$ cat src/rtl/lw_sram_pkg.sv
package lw_sram_pkg;
   // Output enable timing variants.
   typedef enum logic [0:0] {
      OE_COMB = 1'b0,
      OE_REG  = 1'b1
   } oe_mode_e;

   localparam int unsigned LANE_BITS_DEF = 9;
endpackage

$ cat src/rtl/lw_sram_array.sv
module lw_sram_array #(
   parameter  int LANES  = 2,
   parameter  int LANE_W = 9,
   parameter  int DEPTH  = 16,
   localparam int AW     = $clog2(DEPTH),
   localparam int W      = LANES * LANE_W
) (
   input  logic             clk,
   input  logic [LANES-1:0] we,
   input  logic [AW-1:0]    waddr,
   input  logic [W-1:0]     wdata,
   input  logic [AW-1:0]    raddr,
   output logic [W-1:0]     rdata
);
   // One storage column per lane so each lane has its own write strobe.
   for (genvar g = 0; g < LANES; g++) begin : g_lane
      logic [LANE_W-1:0] mem [DEPTH];
      always_ff @(posedge clk) begin
         if (we[g]) mem[waddr] <= wdata[g*LANE_W +: LANE_W];
      end
      assign rdata[g*LANE_W +: LANE_W] = mem[raddr];
   end
endmodule

$ cat src/rtl/lw_sram_wbuf.sv
module lw_sram_wbuf #(
   parameter  int LANES  = 2,
   parameter  int LANE_W = 9,
   parameter  int DEPTH  = 16,
   localparam int AW     = $clog2(DEPTH),
   localparam int W      = LANES * LANE_W
) (
   input  logic             clk,
   input  logic             rst_n,
   input  logic             pdn,
   input  logic             cmd_take,
   input  logic [AW-1:0]    cmd_addr,
   input  logic [LANES-1:0] cmd_lanes,
   input  logic [W-1:0]     din,
   input  logic [AW-1:0]    rd_addr,
   input  logic [W-1:0]     arr_rdata,
   output logic             data_phase,
   output logic [LANES-1:0] cmt_we,
   output logic [AW-1:0]    cmt_addr,
   output logic [W-1:0]     cmt_data,
   output logic [W-1:0]     rd_data
);
   // Stage 1: accepted command waiting for its data.
   logic             cmd_v;
   logic [AW-1:0]    cmd_a;
   logic [LANES-1:0] cmd_l;
   // Stage 2: buffered write holding address, lanes and data.
   logic             buf_v;
   logic [AW-1:0]    buf_a;
   logic [LANES-1:0] buf_l;
   logic [W-1:0]     buf_d;
   logic             commit;
   logic             hit;

   // The old entry drains when new data arrives or when power-down starts.
   assign commit     = buf_v & (cmd_v | pdn);
   assign data_phase = cmd_v;
   assign cmt_we     = buf_l & {LANES{commit}};
   assign cmt_addr   = buf_a;
   assign cmt_data   = buf_d;
   assign hit        = buf_v & (buf_a == rd_addr);

   always_ff @(posedge clk or negedge rst_n) begin
      if (!rst_n) begin
         cmd_v <= 1'b0;
         cmd_a <= '0;
         cmd_l <= '0;
         buf_v <= 1'b0;
         buf_a <= '0;
         buf_l <= '0;
         buf_d <= '0;
      end else begin
         cmd_v <= cmd_take;
         if (cmd_take) begin
            cmd_a <= cmd_addr;
            cmd_l <= cmd_lanes;
         end
         if (cmd_v) begin
            buf_v <= 1'b1;
            buf_a <= cmd_a;
            buf_l <= cmd_l;
            buf_d <= din;
         end else if (commit) begin
            buf_v <= 1'b0;
         end
      end
   end

   // Read bypass: buffered lanes override the array lane by lane.
   for (genvar g = 0; g < LANES; g++) begin : g_merge
      assign rd_data[g*LANE_W +: LANE_W] = (hit && buf_l[g]) ? buf_d[g*LANE_W +: LANE_W]
                                                              : arr_rdata[g*LANE_W +: LANE_W];
   end

   AST_LATE_CAPTURE: assert property (@(posedge clk) disable iff (!rst_n)
      cmd_v |=> (buf_v && buf_d == $past(din)));
   AST_PDN_DRAIN: assert property (@(posedge clk) disable iff (!rst_n)
      (pdn && buf_v && !cmd_v) |=> !buf_v);
   AST_PDN_NO_CMD: assert property (@(posedge clk) disable iff (!rst_n)
      pdn |=> !cmd_v);
endmodule

$ cat src/rtl/lw_sram_oe.sv
module lw_sram_oe
   import lw_sram_pkg::*;
#(
   parameter oe_mode_e OE_MODE = OE_COMB
) (
   input  logic clk,
   input  logic rst_n,
   input  logic oe_in,
   input  logic block,
   output logic oe_out
);
   logic oe_q;
   logic oe_eff;

   always_ff @(posedge clk or negedge rst_n) begin
      if (!rst_n) oe_q <= 1'b0;
      else        oe_q <= oe_in;
   end

   assign oe_eff = (OE_MODE == OE_REG) ? oe_q : oe_in;
   assign oe_out = oe_eff & ~block;
endmodule

$ cat src/rtl/lw_sram.sv
module lw_sram
   import lw_sram_pkg::*;
#(
   parameter  int       LANES   = 2,
   parameter  int       LANE_W  = LANE_BITS_DEF,
   parameter  int       DEPTH   = 16,
   parameter  oe_mode_e OE_MODE = OE_COMB,
   localparam int       AW      = $clog2(DEPTH),
   localparam int       W       = LANES * LANE_W
) (
   input  logic             clk,
   input  logic             rst_n,
   input  logic             sel,
   input  logic             wen,
   input  logic [LANES-1:0] lane_wen,
   input  logic [AW-1:0]    addr,
   input  logic [W-1:0]     din,
   input  logic             oe_in,
   input  logic             pdn,
   output logic [W-1:0]     dout,
   output logic             dout_en
);
   if (LANES < 1 || LANE_W < 1) begin : g_bad_width
      $error("lw_sram: LANES and LANE_W must be positive");
   end
   if (DEPTH < 2 || (DEPTH & (DEPTH - 1)) != 0) begin : g_bad_depth
      $error("lw_sram: DEPTH must be a power of two of at least 2");
   end

   logic             rd_take, wr_take;
   logic             rd_v;
   logic [AW-1:0]    rd_a;
   logic [W-1:0]     dout_q;
   logic             data_phase;
   logic [LANES-1:0] cmt_we;
   logic [AW-1:0]    cmt_addr;
   logic [W-1:0]     cmt_data;
   logic [W-1:0]     arr_rdata;
   logic [W-1:0]     rd_data;

   // Power-down gates acceptance without waiting for a clock edge.
   assign rd_take = sel & ~wen & ~pdn;
   assign wr_take = sel &  wen & ~pdn;

   always_ff @(posedge clk or negedge rst_n) begin
      if (!rst_n) begin
         rd_v   <= 1'b0;
         rd_a   <= '0;
         dout_q <= '0;
      end else begin
         rd_v <= rd_take;
         if (rd_take) rd_a <= addr;
         if (rd_v) dout_q <= rd_data;
      end
   end
   assign dout = dout_q;

   lw_sram_array #(.LANES(LANES), .LANE_W(LANE_W), .DEPTH(DEPTH)) array_i (
      .clk   (clk),
      .we    (cmt_we),
      .waddr (cmt_addr),
      .wdata (cmt_data),
      .raddr (rd_a),
      .rdata (arr_rdata)
   );

   lw_sram_wbuf #(.LANES(LANES), .LANE_W(LANE_W), .DEPTH(DEPTH)) wbuf_i (
      .clk        (clk),
      .rst_n      (rst_n),
      .pdn        (pdn),
      .cmd_take   (wr_take),
      .cmd_addr   (addr),
      .cmd_lanes  (lane_wen),
      .din        (din),
      .rd_addr    (rd_a),
      .arr_rdata  (arr_rdata),
      .data_phase (data_phase),
      .cmt_we     (cmt_we),
      .cmt_addr   (cmt_addr),
      .cmt_data   (cmt_data),
      .rd_data    (rd_data)
   );

   lw_sram_oe #(.OE_MODE(OE_MODE)) oe_i (
      .clk    (clk),
      .rst_n  (rst_n),
      .oe_in  (oe_in),
      .block  (data_phase),
      .oe_out (dout_en)
   );

   AST_DOUT_HOLD: assert property (@(posedge clk) disable iff (!rst_n)
      !rd_v |=> $stable(dout));
   AST_WRITE_KEEPS_DOUT: assert property (@(posedge clk) disable iff (!rst_n)
      (wr_take && !rd_v) |=> $stable(dout));
   AST_OE_OFF_IN_DATA: assert property (@(posedge clk) disable iff (!rst_n)
      data_phase |-> !dout_en);
   AST_PDN_NO_READ: assert property (@(posedge clk) disable iff (!rst_n)
      pdn |=> !rd_v);
endmodule

$ cat config.mk
export PLATFORM = sky130hd
export DESIGN_NAME = lw_sram
export DESIGN_NICKNAME = d
export VERILOG_FILES = /design/src/rtl/lw_sram_pkg.sv /design/src/rtl/lw_sram_array.sv /design/src/rtl/lw_sram_wbuf.sv /design/src/rtl/lw_sram_oe.sv /design/src/rtl/lw_sram.sv
export SDC_FILE = /design/constraint.sdc
export NUM_CORES = 1
export LEC_CHECK = 0
export BUFFER_PORTS_ARGS = -buffer_cell sky130_fd_sc_hd__buf_2
export CAP_MARGIN = 5
export CORE_MARGIN = 1
export CORE_UTILIZATION = 50
export DETAILED_ROUTE_END_ITERATION = 10
export PLACE_DENSITY_LB_ADDON = 0.08
export SYNTH_ARGS = -nofsm -noshare
export SYNTH_HDL_FRONTEND = slang
export SYNTH_HIERARCHICAL = 1
export SYNTH_SLANG_ARGS = --single-unit
export TNS_END_PERCENT = 20
$ cat constraint.sdc
create_clock -name clk -period 5.22 [get_ports clk]
set_clock_uncertainty 0.15 [all_clocks]
set_input_delay 1.044 -clock clk [delete_from_list [all_inputs] [get_ports clk]]
set_output_delay 1.044 -clock clk [all_outputs]
set_load 0.005 [all_outputs]
Word level (Yosys, flattened, before mapping). Memory sizes are Yosys's and may differ from the RTL's. Cells that the tools add are included.

Memories: 2. Word-level logic and storage cells: 36. Register bits: 55. Bits in writable memories: 288.

Bitwise operators: 12. Mux-type cells: 8. Reduce and logical (&&, ||, !) cells: 3. Equality and inequality tests: 1.

Memories: array_i.g_lane[0].mem (words 16, width 9, read ports 1, clocked after memory_dff 0, write ports 1, RTL line lw_sram_array.sv:17) `logic [LANE_W-1:0] mem [DEPTH];`; array_i.g_lane[1].mem (words 16, width 9, read ports 1, clocked after memory_dff 0, write ports 1, RTL line lw_sram_array.sv:17).

Operator list (count): 2-to-1 mux 9 bit (2); AND 1 bit (7); 2-to-1 mux 1 bit (6); == test 4 bit (1); NOT 1 bit (3); AND 2 bit (1); logical AND 1 bit (2); nonzero test 2 bit (1); bitwise OR 1 bit (1).

Longest topological paths before layout.
Depth after elaboration: 5. Depth in mapped cells: 7.

Hierarchy. The synthesis kept the hierarchy.

By module, submodules not included: lw_sram_array (cells an instance 488, area each 11063.1 um^2, times used 1, seq. area each 8648.3 um^2); lw_sram_wbuf (cells an instance 103, area each 1508.9 um^2, times used 1, seq. area each 800.8 um^2); lw_sram (cells an instance 49, area each 870.8 um^2, times used 1, seq. area each 575.6 um^2); lw_sram_oe (cells an instance 1, area each 13.8 um^2, times used 1, seq. area each 0.0 um^2).

Least setup slack after synthesis. Ideal clock, no wire load.

Path kind: input port to flip-flop. Start: input port pdn. End: memory array_i.g_lane[1].mem[0][0], enable pin. Arrival: 2249 ps. Library setup time: 374 ps. Data required time: 4696 ps. Slack: 2447 ps. Cell stages on the path: 4. Cell sequence: o21ai_0 -> nor2_1 -> or3b_2 -> nor2_1.

Longest elaborated chain between the ends: 5.

Ends and longest elaborated chain: start, declared (RTL line lw_sram.sv:19) `input logic pdn,`; bitwise OR 1 bit (RTL line lw_sram_wbuf.sv:36) `assign commit = buf_v & (cmd_v | pdn);`; AND 1 bit (RTL line lw_sram_wbuf.sv:36); AND 2 bit (RTL line lw_sram_wbuf.sv:38) `assign cmt_we = buf_l & {LANES{commit}};`; net cmt_we[1] (RTL line lw_sram.sv:35) `logic [LANES-1:0] cmt_we;`; 2-to-1 mux 1 bit (RTL line lw_sram_array.sv:19) `if (we[g]) mem[waddr] <= wdata[g*LANE_W +: LANE_W];`; 2-to-1 mux 1 bit (implied by the code) (RTL line lw_sram_array.sv:19); end, declared (RTL line lw_sram_array.sv:17).

The timed path passes the listed nets, and every way through them passes these cells.

Worst setup path in the final report.
Start: register rd_a[0]. End: register dout_q[3], in the netlist dout[3].

Elaborated cells between the ends (all ways): 5.

RTL lines: start, declared (RTL line lw_sram.sv:32) `logic [AW-1:0] rd_a;`; start signal, assigned (RTL line lw_sram.sv:52) `if (rd_take) rd_a <= addr;`; memory (16 x 9 bit); net arr_rdata[3] (RTL line lw_sram.sv:38) `logic [W-1:0] arr_rdata;`; 2-to-1 mux 9 bit (RTL line lw_sram_wbuf.sv:71) `assign rd_data[g*LANE_W +: LANE_W] = (hit && buf_l[g]) ? buf_d[g*LANE_W +: LANE_W]`; net rd_data[3] (RTL line lw_sram.sv:39) `logic [W-1:0] rd_data;`; end signal, assigned (RTL line lw_sram.sv:53) `if (rd_v) dout_q <= rd_data;`; end, declared (RTL line lw_sram.sv:33) `logic [W-1:0] dout_q;`.

The timed path passes the listed nets, and every way through them passes these cells. A chain may end at the register's enable or synchronous reset.

==> results.py <==
metrics = {
    "status": {
        "status": "finished with violations",
        "violations": "DRC",
    },
    "detailed_routing": {
        "viasPerCell": 5.95,
        "dr.pass1.iters": 10,
        "avgRoutedWirePerCell_microns": 24.7,
        "vias": 6332,
        "antenna_left": 0,
        "drc": 2,
        "routed_wl_microns": 26300,
        "drt_iter0_drc": 597,
    },
    "timing": {
        "max_freq_mhz": 297,
        "fin_crit_sh": 0.645,
        "setup_violations": 0,
        "final-hold-violation-count": 0,
        "relSlewSlack": 0.284,
        "period_minus_slack_ns": 3.37,
        "tns_ns": 0,
        "worst_slew_pin_slew_ns": 1.07,
        "maxSlewViolCount": 0,
        "rsz0062_at_grt": "false",
    },
    "floorplanning": {
        "row_count": 59,
        "start_util": 0.513,
        "die_w_microns": 166,
        "die_h_microns": 166,
        "core_area_sq_um": 26200,
        "ios": 49,
        "die_area_sq_um": 27600,
    },
    "critical_path": {
        "path_buf_inv": 1,
        "r2r_setup_slack_ns": 1.85,
        "critPathArrivalTime_ns": 3.60,
        "cp.required_ns": 5.45,
        "crit_path_max_fanout": 51,
        "crit_path_top_delay_cell": "dfrtp_4",
        "endpoint_kind": "flip-flop",
        "worstSetupPathType": "reg -> reg",
        "r2r-start": "rd_a[0]$_DFFE_PN0P_",
        "critical-path-top-delay-family": "multiplexers",
        "crit_chain": "buf_4 -> mux4_1 -> a22oi_1 -> nand2_1 -> mux2_2 -> mux2_2",
        "start_kind": "flip-flop",
        "max_stage_delay_ns": 1.08,
        "crit_start": "rd_a[0]$_DFFE_PN0P_",
        "critPathMostFrequentCell": "mux2_2",
    },
    "logic_synthesis": {
        "synthTopCellsByCount": "edfxtp_1 (288), mux2_2 (67), dfrtp_1 (55)",
        "yosys-top-cells-area": "edfxtp_1 (64%), dfrtp_1 (10%), mux4_2 (8.4%), mux2_2 (5.6%), mux4_1 (4.3%)",
        "synth_nets": 671,
        "synthArstFlopShare": 0.160,
        "synth_area_leader_cell": "edfxtp_1",
        "yosys_warnings": 6,
        "synth_cell_type_count": 32,
        "syn_area_sq_um": 13500,
        "synth.yosys.seq_area_share": 0.745,
        "synth_most_common_cell": "edfxtp_1",
        "synth.top_cell.area_share": 0.643,
        "synth_edf_count": 288,
        "synth_seq_cells": 343,
        "syn_inst": 641,
        "synth-main-ff-cell": "edfxtp_1",
        "syn_area_per_cell_sq_um": 21.0,
    },
    "grt": {
        "gr-usage-all-layers": 0.200,
        "antenna_found_initial": 0,
        "grt_pass1_wl_microns": 40800,
        "overflow": 0,
        "grt_max_degree": 52,
        "first_global_vias": 6596,
    },
    "final_layout": {
        "antenna-diode-count": 0,
        "drive_gt1_frac": 0.327,
        "finalInstanceArea_sq_um": 15100,
        "fillers": 1883,
        "multi_input_area_sq_um": 3230,
        "nNetsFinal": 734,
        "regArea_sq_um": 10000,
        "syn2layout_area_growth_pct": 12.4,
    },
    "power_and_ir_drop": {
        "pwr-share-seq": 0.521,
        "swShare": 0.242,
        "irDropWorstVdd_v": 0.000284,
        "pwr-share-comb": 0.119,
        "leakagePower_nw": 5.15,
        "powerDensity_nw_per_um2": 445,
        "p_clk_frac": 0.360,
        "p_sw_mw": 1.63,
        "power.internal_mw": 5.10,
    },
    "place": {
        "place_congestion": 0.751,
        "placed_area_sq_um": 14000,
        "numPortBuffers": 48,
        "dp_hpwl_microns": 16500,
    },
    "cts": {
        "cts_sinks": 343,
        "path_clk_slew_ns": 0.06,
        "cts_buffer_depth": 3,
        "cts-root-buf": "clkbuf_16",
        "cts_made_buffers": 35,
        "cts_tree": "yes",
        "clk_latency_ns": 0.51,
        "post_cts_buffers": 0,
        "h-tree-depth": 2,
        "cts_resized": 0,
        "cts_hold_buf": 0,
    },
    "worst_hold_path": {
        "holdCritStartpoint": "wbuf_i/cmt_data[10]$_DFFE_PN0P_",
        "hp-class": "reg -> reg",
    },
    "run": {
        "cap_violations": 0,
    },
}
worst reg2reg max path, cell delays in order, from the launching register on:
cell,delay [ns]
dfrtp_4,1.08
buf_4,0.49
mux4_1,0.60
a22oi_1,0.30
nand2_1,0.09
mux2_2,0.27
mux2_2,0.26
stage by stage:
step           instances  power [mW]   util  hold WS [ns]  setup WS [ns]
2_1_floorplan        641        4.02      -         0.299           2.45
3_3_place_gp        1002        4.34  0.535         0.310           1.84
5_1_grt             1065        7.00  0.577         0.359           1.59
3_5_place_dp        1002        4.37  0.535         0.316           1.82
6_report            1065        6.73  0.577         0.327           1.85
4_1_cts             1065        6.79  0.577         0.328           1.79
final timing paths:
check                                                   endpoint  cells after the start
max in group asynchronous        wbuf_i/cmt_data[14]$_DFFE_PN0P_                      2
min reg2reg                array_i/g_lane[1].mem[6][1]$_DFFE_PP_                      0
min                        array_i/g_lane[1].mem[6][1]$_DFFE_PP_                      0
max                                          dout[3]$_DFFE_PN0P_                      6
min in group asynchronous         wbuf_i/cmt_data[4]$_DFFE_PN0P_                      1
max reg2reg                                  dout[3]$_DFFE_PN0P_                      6
flip-flops by register name, summed over array words and instances, names as in the netlist:
signal / count
array_i/g_lane.mem: 288
dout: 18
rd_a: 4
rd_v: 1
wbuf_i/buf_l: 2
wbuf_i/buf_v: 1
wbuf_i/cmd_a: 4
wbuf_i/cmd_l: 2
wbuf_i/cmt_addr: 4
wbuf_i/cmt_data: 18
wbuf_i/data_phase: 1
layout make-up:
class | instances | area share
clock buffer | 53 | 0.0671
clock inverter | 10 | 0.00670
inverter | 4 | 0.000992
multi-input combinational | 262 | 0.214
sequential | 343 | 0.663
tap | 335 | 0.0277
timing repair buffer | 58 | 0.0208
metal layers:
| layer | vias to the layer above | track usage | wire, microns |
|---|---|---|---|
| met2 | 189 | 0.291 | 11700 |
| met1 | 3349 | 0.312 | 12600 |
| met3 | 31 | 0.0374 | 1570 |
| met5 | - | 0 | 0 |
| li1 | 2763 | - | - |
| met4 | 0 | 0.0516 | 424 |
logic make-up after synthesis:
| group | count (synthesis) | synth area share |
|---|---|---|
| AND/OR/NAND/NOR | 79 | 0.0311 |
| flip-flops | 343 | 0.745 |
| buffers and inverters | 36 | 0.0149 |
| XOR/XNOR | 1 | 0.000651 |
| AO/OA/AOI/OAI | 42 | 0.0246 |
| multiplexers | 140 | 0.184 |
power groups by stage:
| stage | combinational, mW | clock (mW) | sequential, mW |
|---|---|---|---|
| 2_1_floorplan | 0.613 | 0 | 3.41 |
| 3_3_place_gp | 0.793 | 0 | 3.55 |
| 3_5_place_dp | 0.807 | 0 | 3.57 |
| 4_1_cts | 0.808 | 2.47 | 3.51 |
| 5_1_grt | 0.867 | 2.59 | 3.54 |
| 6_report | 0.800 | 2.42 | 3.51 |
placed cells by master (no fill, tap or decap), drive strengths merged, types with 5 or more instances in the layout:
master,count
a22oi,36
buf,58
clkbuf,53
clkinv,7
dfrtp,55
edfxtp,288
mux2,68
mux4,72
nand2,21
nor2,35
nor2b,5
Note: power is estimated with default switching activity, not from simulation.
